[src/rtl/fp_addsub_pipe.sv]
module fp_addsub_pipe #(
  parameter int EXP_W  = 8,
  parameter int FRAC_W = 23,
  localparam int W  = EXP_W + FRAC_W + 1,
  localparam int MW = FRAC_W + 1,
  localparam int SW = $clog2(MW + 1)
) (
  input  logic         clk,
  input  logic         rst_n,
  input  logic         in_valid,
  input  logic [W-1:0] op_a,
  input  logic [W-1:0] op_b,
  input  logic         sub,
  output logic         out_valid,
  output logic [W-1:0] result
);

  // stage 1: compare
  logic             b_sign, a_big;
  logic [EXP_W-1:0] ea, eb;
  assign b_sign = op_b[W-1] ^ sub;
  assign a_big  = op_a[W-2:0] >= op_b[W-2:0];
  assign ea     = op_a[W-2:FRAC_W];
  assign eb     = op_b[W-2:FRAC_W];

  logic             v1, s1_sign, s1_sub;
  logic [EXP_W-1:0] s1_exp, s1_diff;
  logic [MW-1:0]    s1_mbig, s1_msml;

  always_ff @(posedge clk or negedge rst_n)
    if (!rst_n) begin
      v1 <= 1'b0; s1_sign <= 1'b0; s1_sub <= 1'b0;
      s1_exp <= '0; s1_diff <= '0; s1_mbig <= '0; s1_msml <= '0;
    end else begin
      v1      <= in_valid;
      s1_sign <= a_big ? op_a[W-1] : b_sign;
      s1_sub  <= op_a[W-1] != b_sign;
      s1_exp  <= a_big ? ea : eb;
      s1_diff <= a_big ? ea - eb : eb - ea;
      s1_mbig <= a_big ? {1'b1, op_a[FRAC_W-1:0]} : {1'b1, op_b[FRAC_W-1:0]};
      s1_msml <= a_big ? {1'b1, op_b[FRAC_W-1:0]} : {1'b1, op_a[FRAC_W-1:0]};
    end

  // stage 2: align
  logic [MW-1:0] aligned;
  assign aligned = (32'(s1_diff) >= MW) ? '0 : s1_msml >> s1_diff;

  logic             v2, s2_sign, s2_sub;
  logic [EXP_W-1:0] s2_exp;
  logic [MW-1:0]    s2_mbig, s2_msml;

  always_ff @(posedge clk or negedge rst_n)
    if (!rst_n) begin
      v2 <= 1'b0; s2_sign <= 1'b0; s2_sub <= 1'b0;
      s2_exp <= '0; s2_mbig <= '0; s2_msml <= '0;
    end else begin
      v2 <= v1; s2_sign <= s1_sign; s2_sub <= s1_sub;
      s2_exp <= s1_exp; s2_mbig <= s1_mbig; s2_msml <= aligned;
    end

  // stage 3: add / subtract magnitudes
  logic             v3, s3_sign;
  logic [EXP_W-1:0] s3_exp;
  logic [MW:0]      s3_sum;

  always_ff @(posedge clk or negedge rst_n)
    if (!rst_n) begin
      v3 <= 1'b0; s3_sign <= 1'b0; s3_exp <= '0; s3_sum <= '0;
    end else begin
      v3 <= v2; s3_sign <= s2_sign; s3_exp <= s2_exp;
      s3_sum <= s2_sub ? {1'b0, s2_mbig} - {1'b0, s2_msml}
                       : {1'b0, s2_mbig} + {1'b0, s2_msml};
    end

  // stage 4: normalize
  logic [SW-1:0]    lz;
  logic [MW-1:0]    norm_m;
  logic [EXP_W-1:0] norm_e;

  always_comb begin
    lz = '0;
    for (int i = 0; i < MW; i++)
      if (s3_sum[i]) lz = SW'(MW - 1 - i);
    if (s3_sum[MW]) begin
      norm_m = s3_sum[MW:1];
      norm_e = s3_exp + 1'b1;
    end else begin
      norm_m = s3_sum[MW-1:0] << lz;
      norm_e = s3_exp - EXP_W'(lz);
    end
  end

  always_ff @(posedge clk or negedge rst_n)
    if (!rst_n) begin
      out_valid <= 1'b0; result <= '0;
    end else begin
      out_valid <= v3;
      result    <= (s3_sum == '0) ? '0 : {s3_sign, norm_e, norm_m[FRAC_W-1:0]};
    end

  a_r2_valid_latency: assert property (@(posedge clk) disable iff (!rst_n)
    in_valid |-> ##4 out_valid);
  a_r2_idle_latency: assert property (@(posedge clk) disable iff (!rst_n)
    !in_valid |-> ##4 !out_valid);
  a_r5_aligned_not_larger: assert property (@(posedge clk) disable iff (!rst_n)
    v2 |-> s2_msml <= s2_mbig);
  a_r4_sub_no_carry: assert property (@(posedge clk) disable iff (!rst_n)
    (v2 && s2_sub) |=> !s3_sum[MW]);
  a_r8_zero_word: assert property (@(posedge clk) disable iff (!rst_n)
    (out_valid && result[W-2:FRAC_W] == '0) |-> result == '0);

endmodule

[config.mk]
export PLATFORM = sky130hd
export DESIGN_NAME = fp_addsub_pipe
export DESIGN_NICKNAME = d
export VERILOG_FILES = /design/src/rtl/fp_addsub_pipe.sv
export SDC_FILE = /design/constraint.sdc
export NUM_CORES = 1
export LEC_CHECK = 0
export BUFFER_PORTS_ARGS = -buffer_cell sky130_fd_sc_hd__buf_4
export CAP_MARGIN = 20
export CORE_MARGIN = 3
export CORE_UTILIZATION = 30
export CTS_BUF_LIST = sky130_fd_sc_hd__clkbuf_2
export DETAILED_ROUTE_END_ITERATION = 12
export PLACE_DENSITY = 0.55
export SYNTH_ARGS = -nofsm -noshare
export SYNTH_HDL_FRONTEND = slang
export SYNTH_SLANG_ARGS = --single-unit
[constraint.sdc]
create_clock -name clk -period 4.4 [get_ports clk]
set_clock_uncertainty 0.05 [all_clocks]
set_input_delay 0.22 -clock clk [delete_from_list [all_inputs] [get_ports clk]]
set_output_delay 0.22 -clock clk [all_outputs]
set_load 0.005 [all_outputs]
==> results of run 1 <==
[worst paths after layout]
check,cells after the start,endpoint,startpoint
worst max-delay path,16,result[30]$_DFF_PN0_,s3_sum[16]$_DFF_PN0_
worst min register to register,0,s2_mbig[5]$_DFF_PN0_,s1_mbig[5]$_DFF_PN0_
worst min-delay path,4,s1_mbig[1]$_DFF_PN0_,op_a[1]
min in group asynchronous,4,result[27]$_DFF_PN0_,rst_n
max in group asynchronous,4,s2_mbig[15]$_DFF_PN0_,rst_n
worst max register to register,16,result[30]$_DFF_PN0_,s3_sum[16]$_DFF_PN0_
[cells in the final DEF, fill, tap and decap left out, drive strengths merged, types with 12 or more instances in the layout]
cell type and n:
nor4 12, mux2 34, o21ai 104, dlygate4sd3 117
a211oi 22, a31oi 17, a21oi 68, clkbuf 18
dfrtp 193, nor2 106, mux2i 22, buf 129
xor2 15, and2 14, inv 69, nand2b 14
ha 71, nor3 35, nor2b 18, xnor2 42
nand2 106, nand3 51, mux4 15, a21o 16
[layer usage]
metal	global-route usage	vias to the layer above	part of all wire
met5	0	-	0
met4	0.05589	0	0.030
met3	0.02479	49	0.041
met2	0.2567	241	0.47
met1	0.2021	4713	0.46
li1	-	4883	-
[logic make-up (layout without fill, tap and decap cells)]
logic type	count (synthesis)	in the layout	share of synthesized area
compound gates	325	325	0.1801
xor+xnor	57	57	0.04208
fa+ha+maj	75	75	0.08162
buf+inv	124	343	0.04556
flops	193	193	0.4070
mux	71	71	0.07993
other cells	1	2	0.0003161
simple gates	397	397	0.1633
[metrics by stage]
step | hold slack [ns] | total power [W] | area, um2
finish | 0.1245 | 0.008180 | 14680
global route | 0.004089 | 0.008893 | 14680
CTS | 0.003980 | 0.008215 | 14620
detailed placement | 0.2847 | 0.007192 | 13190
global placement | 0.2814 | 0.007224 | 13190
floorplan | -0.1256 | 0.005846 | 11870
[synthesized netlist by cell type, types with 11 or more instances]
library cell,count
nor3_1,33
mux4_2,15
o21bai_1,11
a21oi_1,67
nand2b_1,14
buf_2,16
xor2_1,15
mux2_2,32
o22ai_1,11
nand2_1,106
o21ai_0,97
and2_1,13
a21o_1,16
nor2b_1,18
xnor2_1,42
mux2i_1,22
nor2_1,103
nand3_1,51
ha_1,71
inv_1,61
dfrtp_1,193
a31oi_1,16
clkbuf_1,33
a211oi_1,21
[area by class of cell]
type / instances / area share
timing repair buffer: 247 / 0.1516
antenna: 1 / 0.0001705
clock inverter: 15 / 0.01006
sequential: 193 / 0.3290
clock buffer: 17 / 0.005796
multi-input combinational: 926 / 0.4426
inverter: 64 / 0.01654
tap: 518 / 0.04415
[worst max-delay path, stage by stage (launching register included)]
cell	delay, ns
dfrtp_1	0.55
or4_1	0.72
o21ai_4	0.38
nor2_4	0.05
inv_2	0.22
ha_1	0.28
nand2_1	0.10
inv_1	0.05
ha_1	0.26
a21o_1	0.15
a21oi_1	0.24
o21bai_1	0.10
a21oi_1	0.21
o21ai_0	0.14
xor2_1	0.16
xnor2_1	0.14
nor2_1	0.05
[report_power, final]
group	internal (W)	switching, W	leakage, nW
logic	0.00206	0.00260	3.83
clock network	0.000180	0.000676	0.146
registers	0.00221	0.000444	2.33
[flip-flops by register name, indices dropped and copies added, names as in the netlist, 8 cells and up]
signal / cells
s2_mbig: 24
s1_diff: 8
s2_exp: 8
s3_sum: 25
s2_msml: 24
s1_exp: 8
s1_msml: 23
s3_exp: 8
s1_mbig: 24
result: 32
==> impl_metrics.env, run 1 <==
export IMPL_grt_use_total=0.1539
export IMPL_synth_edf_count=0
export IMPL_maxSlewViolCount=0
export IMPL_wirelength_um=31760
export IMPL_powerDensity_nw_per_um2=557.2
export IMPL_finalHoldViolCount=0
export IMPL_grt_pass1_wl_um=51640
export IMPL_synthArstFlopShare=1.000
export IMPL_rows=72
export IMPL_synth_seq_cells=193
export IMPL_hold_class="in2reg"
export IMPL_antenna_left=0
export IMPL_final_core_util=0.3781
export IMPL_synth_area_um2=11870
export IMPL_drc=0
export IMPL_setup_ws_ns=0.4132
export IMPL_area_delta_synth_final_pct=23.72
export IMPL_crit_path_end_kind="register"
export IMPL_insertion_delay_ns=0.83
export IMPL_worst_ep_arrival_time_ns=4.66
export IMPL_grt_ovfl_total=0
export IMPL_ff_latch_area_um2=4830
export IMPL_cts_resized=0
export IMPL_instances_no_fill=1981
export IMPL_cts_buffer_depth=2
export IMPL_clk_pin_slew_ns=0.31
export IMPL_preCtsSetupSlack_ns=0.5094
export IMPL_core_area_um2=38830
export IMPL_ys_types=91
export IMPL_grt_max_degree=97
export IMPL_die_height_um=204.9
export IMPL_cts_buffers=17
export IMPL_port_buffers=100
export IMPL_finalSetupViolCount=0
export IMPL_worstMarginPinSlew_ns=1.074
export IMPL_status="finished clean"
export IMPL_rsz0062_at_grt="no"
export IMPL_p_leak_nw=6.310
export IMPL_cts_htree_levels=4
export IMPL_clock_sinks=193
export IMPL_drt_vias_per_instance=4.990
export IMPL_drv_cap=0
export IMPL_period_share=0.9061
export IMPL_ios=101
export IMPL_critPathRequiredTime_ns=5.07
export IMPL_drt_iter0_markers=684
export IMPL_synth_warnings=0
export IMPL_die_x_um=204.9
export IMPL_yosys_most_used_dff="dfrtp_1"
export IMPL_via_count=9886
export IMPL_dr_pass1_iters=6
export IMPL_dp_cells=1828
export IMPL_fin_crit_ns=3.987
export IMPL_root_buffer="clkbuf_2"
export IMPL_grt_pass1_vias=10040
export IMPL_layout_drive_gt1_share=0.1655
export IMPL_critPathMaxFanout=12
export IMPL_seq_area_frac_synth=0.4070
export IMPL_cts_hold_buf=118
export IMPL_postCtsSetupRepairBufs=0
export IMPL_finalSetupTns_ns=0
export IMPL_initial_core_util=0.3056
export IMPL_die_area_um2=41970
export IMPL_fin_nets=1592
export IMPL_antenna_found_initial=1
export IMPL_routedWlPerCell_um=16.03
export IMPL_syn_inst=1243
export IMPL_synth_net_count=1386
export IMPL_max_freq_ghz=0.2508
export IMPL_r2r_slack_ns=0.41
export IMPL_cts_tree="built"
export IMPL_slew_limit_headroom=0.2840
export IMPL_cp_start_kind="register"
export IMPL_critPathKind="reg2reg"
export IMPL_vdd_drop_max_mv=0.2215
export IMPL_synth_top_cell_area_share=0.4070
export IMPL_synth_avg_cell_area_um2=9.546
export IMPL_yosysTopAreaCell="dfrtp_1"
export IMPL_multi_input_area_um2=6497
export IMPL_hpwl_um=24160
export IMPL_synthTopCellsByArea="dfrtp_1 (41%), ha_1 (7.5%), o21ai_0 (4.1%)"
export IMPL_nFillCells=3923
export IMPL_gp_congestion=0.9187
No activity file was read; power rests on OpenSTA's default activity.
==> inputs of run 2 (changes only) <==
- CTS_BUF_LIST: sky130_fd_sc_hd__clkbuf_2 -> default
==> run 2 against run 1 <==
- sequential share of layout area grew 0.41 points
- register-to-register slack gained 0.06 ns
- die area is the same
- power grew 7.1%
- utilization shrank 0.46 points
- highest routed layer unchanged
- via count shrank 2.0%
- design area shrank 1.2%
- cell count shrank 2.6%
- first-iteration DRC count grew 4.5%
- routed wire length shrank 1.7%
- fmax grew 1.4%
- non-clock buffer count shrank 50
==> impl_metrics.env, run 2 (synthesized netlist as in run 1, its figures left out) <==
export IMPL_r2r_slack_ns=0.47
export IMPL_cts_buffers=17
export IMPL_rows=72
export IMPL_final_core_util=0.3734
export IMPL_reg_top3="result (32), s3_sum (25)"
export IMPL_initial_core_util=0.3056
export IMPL_intPower_w=0.004979
export IMPL_status="finished clean"
export IMPL_drv_cap=0
export IMPL_period_share=0.8934
export IMPL_maxSlewViolCount=0
export IMPL_antenna_cells=0
export IMPL_use_met1=0.2003
export IMPL_ios=101
export IMPL_cp_start_kind="register"
export IMPL_combPwrFrac=0.525
export IMPL_power_frac_seq=0.304
export IMPL_area_delta_synth_final_pct=22.20
export IMPL_final_common_cell="dfrtp_1"
export IMPL_nFillCells=3919
export IMPL_crit_path_end_kind="register"
export IMPL_finalHoldViolCount=0
export IMPL_r2r_start="s3_sum[16]$_DFF_PN0_"
export IMPL_min_to="s1_exp[6]$_DFF_PN0_"
export IMPL_switchingPower_w=0.003778
export IMPL_worstMarginPinSlew_ns=1.093
export IMPL_via_count=9692
export IMPL_die_height_um=204.9
export IMPL_core_area_um2=38830
export IMPL_largest_reg_flops=32
export IMPL_worst_ep_arrival_time_ns=4.21
export IMPL_critPathKind="reg2reg"
export IMPL_clock_sinks=193
export IMPL_grt_pass1_wl_um=50650
export IMPL_port_buffers=100
export IMPL_hold_class="in2reg"
export IMPL_gp_congestion=0.9187
export IMPL_hpwl_um=24160
export IMPL_drt_vias_per_instance=5.022
export IMPL_grt_util_met3=0.02447
export IMPL_slew_limit_headroom=0.2711
export IMPL_drc=0
export IMPL_critPathMaxFanout=12
export IMPL_pwr_share_clk=0.171
export IMPL_critPathRequiredTime_ns=4.68
export IMPL_antenna_found_initial=0
export IMPL_vdd_drop_max_mv=0.3224
export IMPL_grt_pass1_vias=9793
export IMPL_routedWlPerCell_um=16.18
export IMPL_die_x_um=204.9
export IMPL_largest_register="result"
export IMPL_multi_input_area_um2=6497
export IMPL_dr_pass1_iters=5
export IMPL_fin_nets=1542
export IMPL_final_cell_mix="dfrtp_1 (193), buf_4 (125), nand2_1 (105)"
export IMPL_met2_usage=0.2490
export IMPL_antenna_left=0
export IMPL_ff_latch_area_um2=4830
export IMPL_die_area_um2=41970
export IMPL_p_leak_nw=6.226
export IMPL_drt_iter0_markers=715
export IMPL_hold_start="op_b[29]"
export IMPL_cts_buffer_depth=2
export IMPL_rsz0062_at_grt="no"
export IMPL_switching_share=0.4314
export IMPL_cts_htree_levels=4
export IMPL_ff2ff_path_depth=16
export IMPL_rr_endpoint="result[30]$_DFF_PN0_"
export IMPL_finalSetupTns_ns=0
export IMPL_fin_crit_ns=3.931
export IMPL_finalSetupViolCount=0
export IMPL_clk_pin_slew_ns=0.08
export IMPL_grt_use_total=0.1516
export IMPL_root_buffer="clkbuf_16"
export IMPL_layout_drive_gt1_share=0.1707
export IMPL_min_path_cells=3
export IMPL_powerDensity_nw_per_um2=604.0
export IMPL_max_freq_ghz=0.2544
export IMPL_busiest_layer="met2"
export IMPL_cts_tree="built"
export IMPL_insertion_delay_ns=0.45
export IMPL_grt_max_degree=100
export IMPL_grt_ovfl_total=0
export IMPL_wirelength_um=31230
==> run 2: cell count changes in the layout (fill, tap and decap cells not counted), sizes merged <==
cell,previous run,this run
dlygate4sd3,117,68
buf,129,128
diode,1,0
==> run 2: through the flow <==
stage / setup slack, ns / instances / power, W / instance area [um2] / hold WS, ns
floorplan: 0.9481 / 1243 / 0.005846 / 11870 / -0.1256
global placement: 0.5512 / 1828 / 0.007224 / 13190 / 0.2814
detailed placement: 0.5094 / 1828 / 0.007192 / 13190 / 0.2847
CTS: 0.4083 / 1928 / 0.008807 / 14440 / 0.006874
global route: 0.1406 / 1930 / 0.009465 / 14500 / 0.02749
finish: 0.4690 / 1930 / 0.008757 / 14500 / 0.04125
==> run 2: repair_timing <==
action | 4_1_cts | 5_1_grt
hold buffers | 68 | 0
buffers inserted | 0 | 0
hold endpoints to repair | 148 | 0
gates resized for setup | 0 | 0
==> run 2: power by group through the flow <==
stage	sequential [W]	clock, W	combinational, W
2_1_floorplan	0.00248	0	0.00337
3_3_place_gp	0.00271	0	0.00451
3_5_place_dp	0.00272	0	0.00447
4_1_cts	0.00269	0.00157	0.00455
5_1_grt	0.00272	0.00163	0.00512
6_report	0.00266	0.00150	0.00460
==> run 2: routing by layer <==
| layer | share of wire | routed length (um) |
|---|---|---|
| met1 | 0.46 | 14310 |
| met2 | 0.47 | 14680 |
| met3 | 0.042 | 1327 |
| met4 | 0.029 | 916 |
| met5 | 0 | 0 |
==> run 2: layout make-up <==
type	instances	area share
Multi-Input combinational cell	926	0.4481
Tap cell	518	0.04470
Clock buffer	17	0.02934
Inverter	64	0.01674
Clock inverter	15	0.01018
Timing Repair Buffer	197	0.1178
Sequential cell	193	0.3331
==> run 2: worst max path at each step <==
stage | start | endpoint | slack (ns) | depth (start not counted)
after floorplan | s3_sum[16]$_DFF_PN0_ | result[30]$_DFF_PN0_ | 0.95 | 18
after global placement | s3_sum[16]$_DFF_PN0_ | result[30]$_DFF_PN0_ | 0.55 | 16
after detailed placement | s3_sum[17]$_DFF_PN0_ | result[30]$_DFF_PN0_ | 0.51 | 16
after CTS | op_a[14] | s1_msml[16]$_DFF_PN0_ | 0.41 | 12
after global routing | s3_sum[17]$_DFF_PN0_ | result[30]$_DFF_PN0_ | 0.14 | 16
final | s3_sum[16]$_DFF_PN0_ | result[30]$_DFF_PN0_ | 0.47 | 16
==> run 2: critical path, cell delays in order (launching register included) <==
cell      delay, ns
dfrtp_1        0.48
or4_1          0.72
o21ai_4        0.38
nor2_4         0.05
inv_2          0.22
ha_1           0.28
nand2_1        0.10
inv_1          0.05
ha_1           0.26
a21o_1         0.15
a21oi_1        0.24
o21bai_1       0.10
a21oi_1        0.21
o21ai_0        0.14
xor2_1         0.16
xnor2_1        0.14
nor2_1         0.05
